### config.mk
export PLATFORM = sky130hd
export DESIGN_NAME = pwm_pd_mc
export DESIGN_NICKNAME = d
export VERILOG_FILES = /design/src/rtl/pwm_pd_pkg.sv /design/src/rtl/pwm_pd_carrier.sv /design/src/rtl/pwm_pd_refgen.sv /design/src/rtl/pwm_pd_cmpbank.sv /design/src/rtl/pwm_pd_gatemap.sv /design/src/rtl/pwm_pd_mc.sv
export SDC_FILE = /design/constraint.sdc
export NUM_CORES = 1
export LEC_CHECK = 0
export BUFFER_PORTS_ARGS = -buffer_cell sky130_fd_sc_hd__buf_2
export CORE_MARGIN = 4
export CORE_UTILIZATION = 50
export DETAILED_ROUTE_END_ITERATION = 8
export GPL_ROUTABILITY_DRIVEN = 1
export PLACE_DENSITY = 0.67
export REMOVE_ABC_BUFFERS = 1
export SYNTH_ARGS = -nofsm -noshare
export SYNTH_HDL_FRONTEND = slang
export SYNTH_SLANG_ARGS = --single-unit
### constraint.sdc
create_clock -name clk -period 20 [get_ports clk]
set_clock_uncertainty 0.2 [all_clocks]
set_input_delay 1 -clock clk [delete_from_list [all_inputs] [get_ports clk]]
set_output_delay 1 -clock clk [all_outputs]
set_load 0.02 [all_outputs]
### src/rtl/pwm_pd_pkg.sv
package pwm_pd_pkg;
    localparam int BANDS      = 12;
    localparam int HALF_BANDS = 6;
    localparam int NGATE      = 14;

    typedef enum logic {
        TRI_UP = 1'b0,
        TRI_DN = 1'b1
    } tri_dir_e;
endpackage

### src/rtl/pwm_pd_carrier.sv
module pwm_pd_carrier #(
    parameter int CAR_W    = 8,
    parameter int STEP_DIV = 49
) (
    input  logic             clk,
    input  logic             rst,
    output logic [CAR_W-1:0] tri_o
);
    import pwm_pd_pkg::*;

    localparam int DIVW = (STEP_DIV > 1) ? $clog2(STEP_DIV) : 1;

    typedef struct packed {
        logic [DIVW-1:0]  pre;
        logic [CAR_W-1:0] tri_v;
        tri_dir_e         dir;
    } car_st_t;

    car_st_t q, d;

    always_comb begin
        d = q;
        if (q.pre == DIVW'(STEP_DIV - 1)) begin
            d.pre = '0;
            if (q.dir == TRI_UP) begin
                d.tri_v = q.tri_v + 1'b1;
                if (q.tri_v == CAR_W'((2 ** CAR_W) - 2)) d.dir = TRI_DN;
            end else begin
                d.tri_v = q.tri_v - 1'b1;
                if (q.tri_v == CAR_W'(1)) d.dir = TRI_UP;
            end
        end else begin
            d.pre = q.pre + 1'b1;
        end
    end

    always_ff @(posedge clk) begin
        if (rst) begin
            q.pre   <= '0;
            q.tri_v <= '0;
            q.dir   <= TRI_UP;
        end else begin
            q <= d;
        end
    end

    assign tri_o = q.tri_v;
endmodule

### src/rtl/pwm_pd_refgen.sv
module pwm_pd_refgen #(
    parameter int PH_W    = 16,
    parameter int MI_W    = 8,
    parameter int CAR_W   = 8,
    parameter int SHAPE_W = 12
) (
    input  logic                    clk,
    input  logic                    rst,
    input  logic [PH_W-1:0]         freq_word_i,
    input  logic [MI_W-1:0]         mod_index_i,
    output logic signed [CAR_W+4:0] ref_o
);
    import pwm_pd_pkg::*;

    localparam int XW    = PH_W - 1;
    localparam int RW    = CAR_W + 5;
    localparam int PRODW = 2 * PH_W + 2;
    localparam int SHIFT = 2 * XW - SHAPE_W;
    localparam int MAGW  = SHAPE_W + 1 + MI_W + CAR_W + 3;
    localparam int AMP   = HALF_BANDS * (2 ** CAR_W);

    typedef struct packed {
        logic [PH_W-1:0] phase;
    } ref_st_t;

    ref_st_t q, d;

    logic [XW-1:0]      x;
    logic [PRODW-1:0]   parab;
    logic [SHAPE_W:0]   shape;
    logic [MAGW-1:0]    scaled;
    logic [CAR_W+2:0]   mag;
    logic signed [RW-1:0] mag_s;

    always_comb begin
        d.phase = q.phase + freq_word_i;
        x       = q.phase[XW-1:0];
        parab   = (PRODW'(x) * (PRODW'(2 ** XW) - PRODW'(x))) << 2;
        shape   = (SHAPE_W + 1)'(parab >> SHIFT);
        scaled  = MAGW'(shape) * MAGW'(mod_index_i) * MAGW'(AMP);
        mag     = (CAR_W + 3)'(scaled >> (SHAPE_W + MI_W));
        mag_s   = $signed({2'b00, mag});
        ref_o   = q.phase[PH_W-1] ? -mag_s : mag_s;
    end

    always_ff @(posedge clk) begin
        if (rst) q.phase <= '0;
        else     q <= d;
    end
endmodule

### src/rtl/pwm_pd_cmpbank.sv
module pwm_pd_cmpbank #(
    parameter int CAR_W = 8
) (
    input  logic                                clk,
    input  logic                                rst,
    input  logic signed [CAR_W+4:0]             ref_i,
    input  logic [CAR_W-1:0]                    tri_i,
    output logic [pwm_pd_pkg::BANDS-1:0]        flag_o
);
    import pwm_pd_pkg::*;

    localparam int RW = CAR_W + 5;

    typedef struct packed {
        logic [BANDS-1:0] flags;
    } cmp_st_t;

    cmp_st_t q, d;
    logic [BANDS-1:0] hit;

    for (genvar g = 0; g < BANDS; g++) begin : g_band
        localparam logic signed [RW-1:0] OFS = RW'((g - HALF_BANDS) * (2 ** CAR_W));
        logic signed [RW-1:0] carrier;
        assign carrier = OFS + $signed({5'b00000, tri_i});
        assign hit[g]  = (ref_i >= carrier);
    end

    always_comb begin
        d.flags = hit;
    end

    always_ff @(posedge clk) begin
        if (rst) q.flags <= '0;
        else     q <= d;
    end

    assign flag_o = q.flags;
endmodule

### src/rtl/pwm_pd_gatemap.sv
module pwm_pd_gatemap #(
    parameter int DT_W = 6
) (
    input  logic                           clk,
    input  logic                           rst,
    input  logic [pwm_pd_pkg::BANDS-1:0]   flag_i,
    input  logic [DT_W-1:0]                dead_cycles_i,
    output logic [pwm_pd_pkg::NGATE-1:0]   gate_o
);
    import pwm_pd_pkg::*;

    typedef struct packed {
        logic [11:0]     hb_gates;
        logic            half_a;
        logic            half_b;
        logic [DT_W-1:0] dead_cnt;
    } map_st_t;

    map_st_t q, d;
    logic    req_a, req_b;

    always_comb begin
        d = q;
        // bridge gates wired straight from single flags
        d.hb_gates[0]  = flag_i[1];
        d.hb_gates[2]  = flag_i[3];
        d.hb_gates[4]  = flag_i[5];
        d.hb_gates[6]  = flag_i[6];
        d.hb_gates[7]  = flag_i[0];
        d.hb_gates[8]  = flag_i[8];
        d.hb_gates[10] = flag_i[10];
        // bridge gates built from a flag pair plus an OR term
        d.hb_gates[1]  = (flag_i[0] ^ flag_i[1]) | flag_i[6];
        d.hb_gates[3]  = (flag_i[0] ^ flag_i[3]) | flag_i[0];
        d.hb_gates[5]  = (flag_i[0] ^ flag_i[5]) | flag_i[0];
        d.hb_gates[9]  = (flag_i[6] ^ flag_i[8]) | flag_i[6];
        d.hb_gates[11] = (flag_i[6] ^ flag_i[10]) | flag_i[0];
        // half-bridge requests: a single band edge inside the flag run
        req_a = (flag_i[0] ^ flag_i[1]) | (flag_i[2] ^ flag_i[3]) |
                (flag_i[4] ^ flag_i[5]) | (flag_i[10] ^ flag_i[11]);
        req_b = (flag_i[1] ^ flag_i[2]) | (flag_i[3] ^ flag_i[4]) |
                (flag_i[7] ^ flag_i[8]) | (flag_i[9] ^ flag_i[10]);
        // dead time on the complementary pair
        if (q.dead_cnt != '0) begin
            d.half_a   = 1'b0;
            d.half_b   = 1'b0;
            d.dead_cnt = q.dead_cnt - 1'b1;
        end else if ((q.half_a && !req_a) || (q.half_b && !req_b)) begin
            d.half_a   = 1'b0;
            d.half_b   = 1'b0;
            d.dead_cnt = dead_cycles_i;
        end else begin
            d.half_a   = req_a;
            d.half_b   = req_b;
        end
    end

    always_ff @(posedge clk) begin
        if (rst) begin
            q.hb_gates <= '0;
            q.half_a   <= 1'b0;
            q.half_b   <= 1'b0;
            q.dead_cnt <= '0;
        end else begin
            q <= d;
        end
    end

    assign gate_o = {q.half_b, q.half_a, q.hb_gates};
endmodule

### src/rtl/pwm_pd_mc.sv
module pwm_pd_mc #(
    parameter int PH_W     = 16,
    parameter int MI_W     = 8,
    parameter int CAR_W    = 8,
    parameter int SHAPE_W  = 12,
    parameter int STEP_DIV = 49,
    parameter int DT_W     = 6
) (
    input  logic             clk,
    input  logic             rst,
    input  logic [MI_W-1:0]  mod_index_i,
    input  logic [PH_W-1:0]  freq_word_i,
    input  logic [DT_W-1:0]  dead_cycles_i,
    output logic [13:0]      gate_o,
    output logic [11:0]      flag_o
);
    logic signed [CAR_W+4:0] ref_w;
    logic [CAR_W-1:0]        tri_w;

    pwm_pd_refgen #(
        .PH_W(PH_W), .MI_W(MI_W), .CAR_W(CAR_W), .SHAPE_W(SHAPE_W)
    ) u_ref (
        .clk(clk), .rst(rst), .freq_word_i(freq_word_i),
        .mod_index_i(mod_index_i), .ref_o(ref_w)
    );

    pwm_pd_carrier #(
        .CAR_W(CAR_W), .STEP_DIV(STEP_DIV)
    ) u_car (
        .clk(clk), .rst(rst), .tri_o(tri_w)
    );

    pwm_pd_cmpbank #(
        .CAR_W(CAR_W)
    ) u_cmp (
        .clk(clk), .rst(rst), .ref_i(ref_w), .tri_i(tri_w), .flag_o(flag_o)
    );

    pwm_pd_gatemap #(
        .DT_W(DT_W)
    ) u_map (
        .clk(clk), .rst(rst), .flag_i(flag_o),
        .dead_cycles_i(dead_cycles_i), .gate_o(gate_o)
    );
endmodule

# --- Word-level counts from Yosys, hierarchy flattened ---
# Cells that the tools add are included.
word_totals:
  reg_bits: 63
  latchBits: 0
  mem_bits_rw: 0
  rom_bits: 0
  input_bits: 32
  mem_count: 0
classes:
  addsub: 18
  mul: 3
  n_div: 0
  n_lt_le_gt_ge: 12
  n_eq_ne: 3
  n_shift: 0
  muxes: 6
  bitwise_logic: 23
  reduce_logical: 9
op_table:
  columns: ["op", "n"]
  rows:
  - [">= comparator 13 bit", 11]
  - ["multiplier 15 x 34 -> 29 bit", 1]
  - ["adder 12 x 9 -> 13 bit (first input constant)", 2]
  - ["adder 11 x 8 -> 12 bit (first input constant)", 2]
  - ["adder 11 x 9 -> 12 bit (first input constant)", 2]
  - ["adder 10 x 8 -> 11 bit (first input constant)", 2]
  - ["multiplier 21 x 2 -> 22 bit (second input constant)", 1]
  - ["multiplier 13 x 8 -> 21 bit", 1]
  - ["subtractor 16 x 15 -> 17 bit (first input constant)", 1]
  - ["adder 16 bit", 1]
  - [">= comparator 13 x 9 -> 1 bit", 1]
  - ["2-to-1 mux 13 bit", 1]
  - ["negator 11 -> 13 bit", 1]
  - ["2-to-1 mux 6 bit", 2]
  - ["bitwise XOR 1 bit", 12]
  - ["adder 10 x 9 -> 11 bit (first input constant)", 1]
  - ["bitwise OR 1 bit", 11]
  - ["adder 9 x 8 -> 10 bit (first input constant)", 1]
  - ["adder 9 x 9 -> 10 bit (first input constant)", 1]
  - ["2-to-1 mux 9 bit", 1]
  - ["adder 8 x 1 -> 8 bit (second input constant)", 1]
  - ["== test 8 x 1 -> 1 bit (second input constant)", 1]
  - ["== test 8 bit (second input constant)", 1]
  - ["subtractor 8 x 1 -> 8 bit (second input constant)", 1]
  - ["11 further kinds", 14]

# --- Depth between registers and ports, before layout ---
logic_depth:
  depth_word: 9
  ltp_mapped: 73
  ltp_nobuf: 70

# --- Modules after synthesis ---
# A second synthesis with hierarchy kept.
hier_totals:
  hier_cells: 1858
  area_unflattened_um2: 16198.0
by_module_without_submodules:
  columns: ["module", "n_inst", "cells_each", "area_per_inst_um2", "seq_area_each_um2"]
  rows:
  - ["pwm_pd_refgen", 1, 1572, 13600.5, 320.3]
  - ["pwm_pd_gatemap", 1, 101, 953.4, 400.4]
  - ["pwm_pd_carrier", 1, 103, 928.4, 300.3]
  - ["pwm_pd_cmpbank", 1, 82, 715.7, 240.2]

# --- Worst setup path before layout ---
# OpenSTA, ideal clock, no wires.
synth_path:
  path_kind: "reg2reg"
  startpoint: "register u_ref.q[1] (netlist name)"
  endpoint: "register u_cmp.q, in the netlist u_cmp.flag_o[11]"
  arrival_time_ps: 13955
  t_required_ps: 19683
  setup_slack_ps: 5728
  stages_incl_launch_ff: 69
  path_buffers: 3
  period_less_slack_ps: 14272
  cell_sequence: "dfxtp_1 -> inv_1 -> buf_1 -> ha_1 -> nor3b_1 -> nand2b_1 -> nor4_1 -> ha_1 -> clkbuf_1 -> nand2b_1 -> fa_1 -> fa_1 -> inv_1 -> fa_1 -> fa_1 -> fa_1 -> inv_1 -> fa_1 -> [33 not listed] -> and2_1 -> buf_2 -> inv_1 -> nor2_1 -> a21oi_1 -> o221ai_1 -> xor2_1 -> ha_1 -> o21ai_0 -> nand2b_1 -> a21oi_1 -> nor2b_1 -> o21ai_0 -> nand2b_1 -> nor2_1 -> o22ai_1 -> a21oi_1 -> o21ai_1"
synth_between:
  elab_chain_len: 7
synth_lines:
  columns: ["element", "line", "source"]
  rows:
  - ["from (decl)", "pwm_pd_refgen.sv:26", "ref_st_t q, d;"]
  - ["subtractor 16 x 15 -> 17 bit", "pwm_pd_refgen.sv:38", "parab = (PRODW'(x) * (PRODW'(2 ** XW) - PRODW'(x))) << 2;"]
  - ["multiplier 15 x 34 -> 29 bit *", "pwm_pd_refgen.sv:38", null]
  - ["multiplier 13 x 8 -> 21 bit *", "pwm_pd_refgen.sv:40", "scaled = MAGW'(shape) * MAGW'(mod_index_i) * MAGW'(AMP);"]
  - ["multiplier 21 x 2 -> 22 bit *", "pwm_pd_refgen.sv:40", null]
  - ["negator 11 -> 13 bit", "pwm_pd_refgen.sv:43", "ref_o = q.phase[PH_W-1] ? -mag_s : mag_s;"]
  - ["2-to-1 mux 13 bit *", "pwm_pd_refgen.sv:43", null]
  - [">= comparator 13 bit *", "pwm_pd_cmpbank.sv:25", "assign hit[g] = (ref_i >= carrier);"]
  - ["to (decl)", "pwm_pd_cmpbank.sv:18", "cmp_st_t q, d;"]
# Mark *: on every way between the ends. The rest lies on a longest branch, timed or not.
# A chain may end at the register's enable or synchronous reset.

# --- Worst setup path after layout ---
layout_path:
  startpoint: "register u_ref.q[0] (netlist name)"
  endpoint: "register u_cmp.q, in the netlist u_cmp.flag_o[11]"
# Same word-level chain as after synthesis.

==> summary.md <==
* result of the run: finished, final reports clean
* count of synthesis-stage warnings from yosys: 0
* root buf cell: clkbuf_16
* most common cell after layout, fill and taps aside: inv_1
* leading register cell type out of synthesis: dfxtp_1
* largest net degree at the start of global routing: 49
* Final min period: 16.24 ns
* CTS tree: yes
* Min-Delay Path Class: flip-flop to flip-flop
* number of hold violations in the final report: 0
* worst slew slack as a fraction of its limit: 26.2%
* combined global-route utilization of all metal layers: 20.2%
* Top-Level Pins: 58
* kind of end point of the critical path: flip-flop
* top library cells by usage in the layout, fill and taps aside: inv_1 (329), fa_1 (244), ha_1 (190), nor2_1 (109), and2_1 (106)
* number of hold-repair buffers added at the cts stage: 0
* Post-DRT Antenna Nets: 0
* share of async-settable or async-resettable flops after synthesis: 0%
* total cell area at the placement stage: 0.0157 mm2
* vias in the first global route: 12000
* setup repair after global routing missed its margin: false
* Buffers on Ports: 57
* Clock transition at path regs: 0.05 ns
* required time at the endpoint of the critical path: 20.01 ns
* area of the placeable core: 0.0299 mm2
* number of buffers inserted to repair setup after CTS: 0
* sum of overflow across all layers after global routing: 0
* Post-Layout Inst Area: 0.0160 mm2
* wire length reported by the detailed router: 32000 um
* post-route clock period utilization: 81.2%
* DP Worst Slack: 3.80 ns
* FMAX: 61.6 MHz
* vias per std cell: 5.20
* post-synthesis instance area: 0.0152 mm2
* DRT Pass-1 Iters: 5
* EDFF count, synth: 0
* layout overhead on the synthesized area: 4.73%
* Slew @ Worst Pin: 1.10 ns
* fraction of final layout cells sized beyond drive strength 1: 4.96%
* start-to-end type of the worst setup path: flip-flop to flip-flop
* Inserted Diodes: 0
* Vias: 11200
* CP max stage cell: o41ai_1
* largest driver fanout on the critical path: 20
* CP Launch Type: flip-flop
* horizontal die dimension: 183 um
* post-synthesis sequential area ratio: 8.27%
* detail-routed net length per standard cell: 14.9 um
* number of design rule violations left after detail routing: 0
* H-tree depth: 3
* number of flip-flops and latches in the synthesized netlist: 63
* height of the die: 183 um
* TritonCTS Buffers: 9
* quantity of gates resized following cts: 0
* number of failing setup endpoints in the final timing report: 0
* # rows: 63
* Detail Placement HPWL: 27000 um
* drt initial violations: 436
* Worst Setup Slack, final: 3.76 ns
* Filler Cells Inserted: 2739
* final-report max-slew violation count: 0
* net total in the final layout: 2219
* wire length of the first global-routing pass: 56700 um
* highest cell delay on the worst timing path: 0.70 ns
* final setup TNS: 0 ns
* reported max-cap violation count: 0
* antenna violations before repair: 0
* average size of a mapped cell: 8.71 um2
* number of buffers on the longest clock path: 2
* Sink Count: 63
* area of the die: 0.0333 mm2
* Netlist cell types: 68
* most used cell, CP: fa_1
* latest clock arrival within the worst-skew pair: 0.32 ns
* starting density of the core: 51.0%
* RD Place Congestion: 0.893
* Synth Instances: 1750
* critical path data arrival time: 16.25 ns
-- per-layer routing --
metal	wire length, um	track usage, %
met5	0	0
met4	504	3.18
met3	905	1.97
met2	16600	36.9
met1	14000	26.6
-- final timing paths --
path | start | slack [ns] | endpoint | cells past startpoint
worst max register to register | u_ref.q[0]$_SDFF_PP0_ | 3.76 | u_cmp.flag_o[11]$_SDFF_PP0_ | 65
worst min register to register | u_car.q[9]$_SDFF_PP0_ | 0.25 | u_car.q[9]$_SDFF_PP0_ | 1
worst max-delay path | u_ref.q[0]$_SDFF_PP0_ | 3.76 | u_cmp.flag_o[11]$_SDFF_PP0_ | 65
worst min-delay path | u_car.q[9]$_SDFF_PP0_ | 0.25 | u_car.q[9]$_SDFF_PP0_ | 1
-- cell usage after synthesis (7+ instances only) --
cell type / number / share of area, %
nor2b_1: 90 / 3.7
clkbuf_1: 52 / 1.3
fa_1: 244 / 32
nand4_1: 11 / 0.45
ha_1: 190 / 16
nand2_1: 71 / 1.7
buf_4: 21 / 1.0
and2_1: 106 / 4.4
dfxtp_1: 63 / 8.3
nand2b_1: 95 / 3.9
a21o_1: 18 / 0.89
xor2_1: 34 / 2.0
inv_1: 329 / 8.1
o21ai_0: 34 / 1.1
nor3_1: 34 / 1.1
o211ai_1: 7 / 0.34
o21a_1: 12 / 0.59
nand3_1: 10 / 0.33
a21oi_1: 51 / 1.7
o21ai_1: 8 / 0.26
and3_1: 12 / 0.49
nor4_1: 7 / 0.29
xnor2_1: 42 / 2.4
nor2_1: 109 / 2.7
a211oi_1: 10 / 0.49
-- sequential cells by signal, indices dropped and copies added (netlist names) --
| name | flops |
|---|---|
| u_car.q | 7 |
| u_car.tri_o | 8 |
| u_cmp.flag_o | 12 |
| u_map.gate_o | 14 |
| u_map.q | 6 |
| u_ref.q | 16 |
-- worst max-delay path, delay by kind of cell, from the launching register on --
kind	cells	cell delay, ns
AOI/OAI and AO/OA	24	4.92
xor gates and xnor gates	3	0.96
and+or+nand+nor	15	1.86
DFF	1	0.69
buffers and inverters	8	0.81
adders and majority gates	15	6.68
-- cell families (layout without fill, tap and decap cells) --
group	Yosys count	in the layout	share of synthesized area (%)
multiplexers	7	7	0.468
XOR/XNOR	78	78	4.58
buffers and inverters	405	399	10.5
adder cells (fa/ha/maj)	434	434	47.6
AND/OR/NAND/NOR	572	572	20.4
flip-flops	63	63	8.27
other	2	13	0.0493
AO/OA/AOI/OAI	189	189	8.11
-- cell type report --
cell class	instances	area, um2	area share [%]
multi-input combinational	1293	12400	77.8
sequential	63	1260	7.90
inverter	329	1230	7.74
tap	390	488	3.06
timing repair buffer	57	285	1.79
clock buffer	12	267	1.67
clock inverter	1	5.00	0.0314
-- stage by stage --
| stage | utilization [%] | hold slack, ns | std cells |
|---|---|---|---|
| global placement | 52.5 | 0.242 | 2132 |
| global route | 53.4 | 0.295 | 2145 |
| finish | 53.4 | 0.252 | 2145 |
| CTS | 53.4 | 0.261 | 2145 |
| detailed placement | 52.5 | 0.250 | 2132 |
| floorplan | - | 0.226 | 1685 |
Power is not shown: default switching activity piles up to over one toggle a cycle in this logic, so the estimate is an artifact.
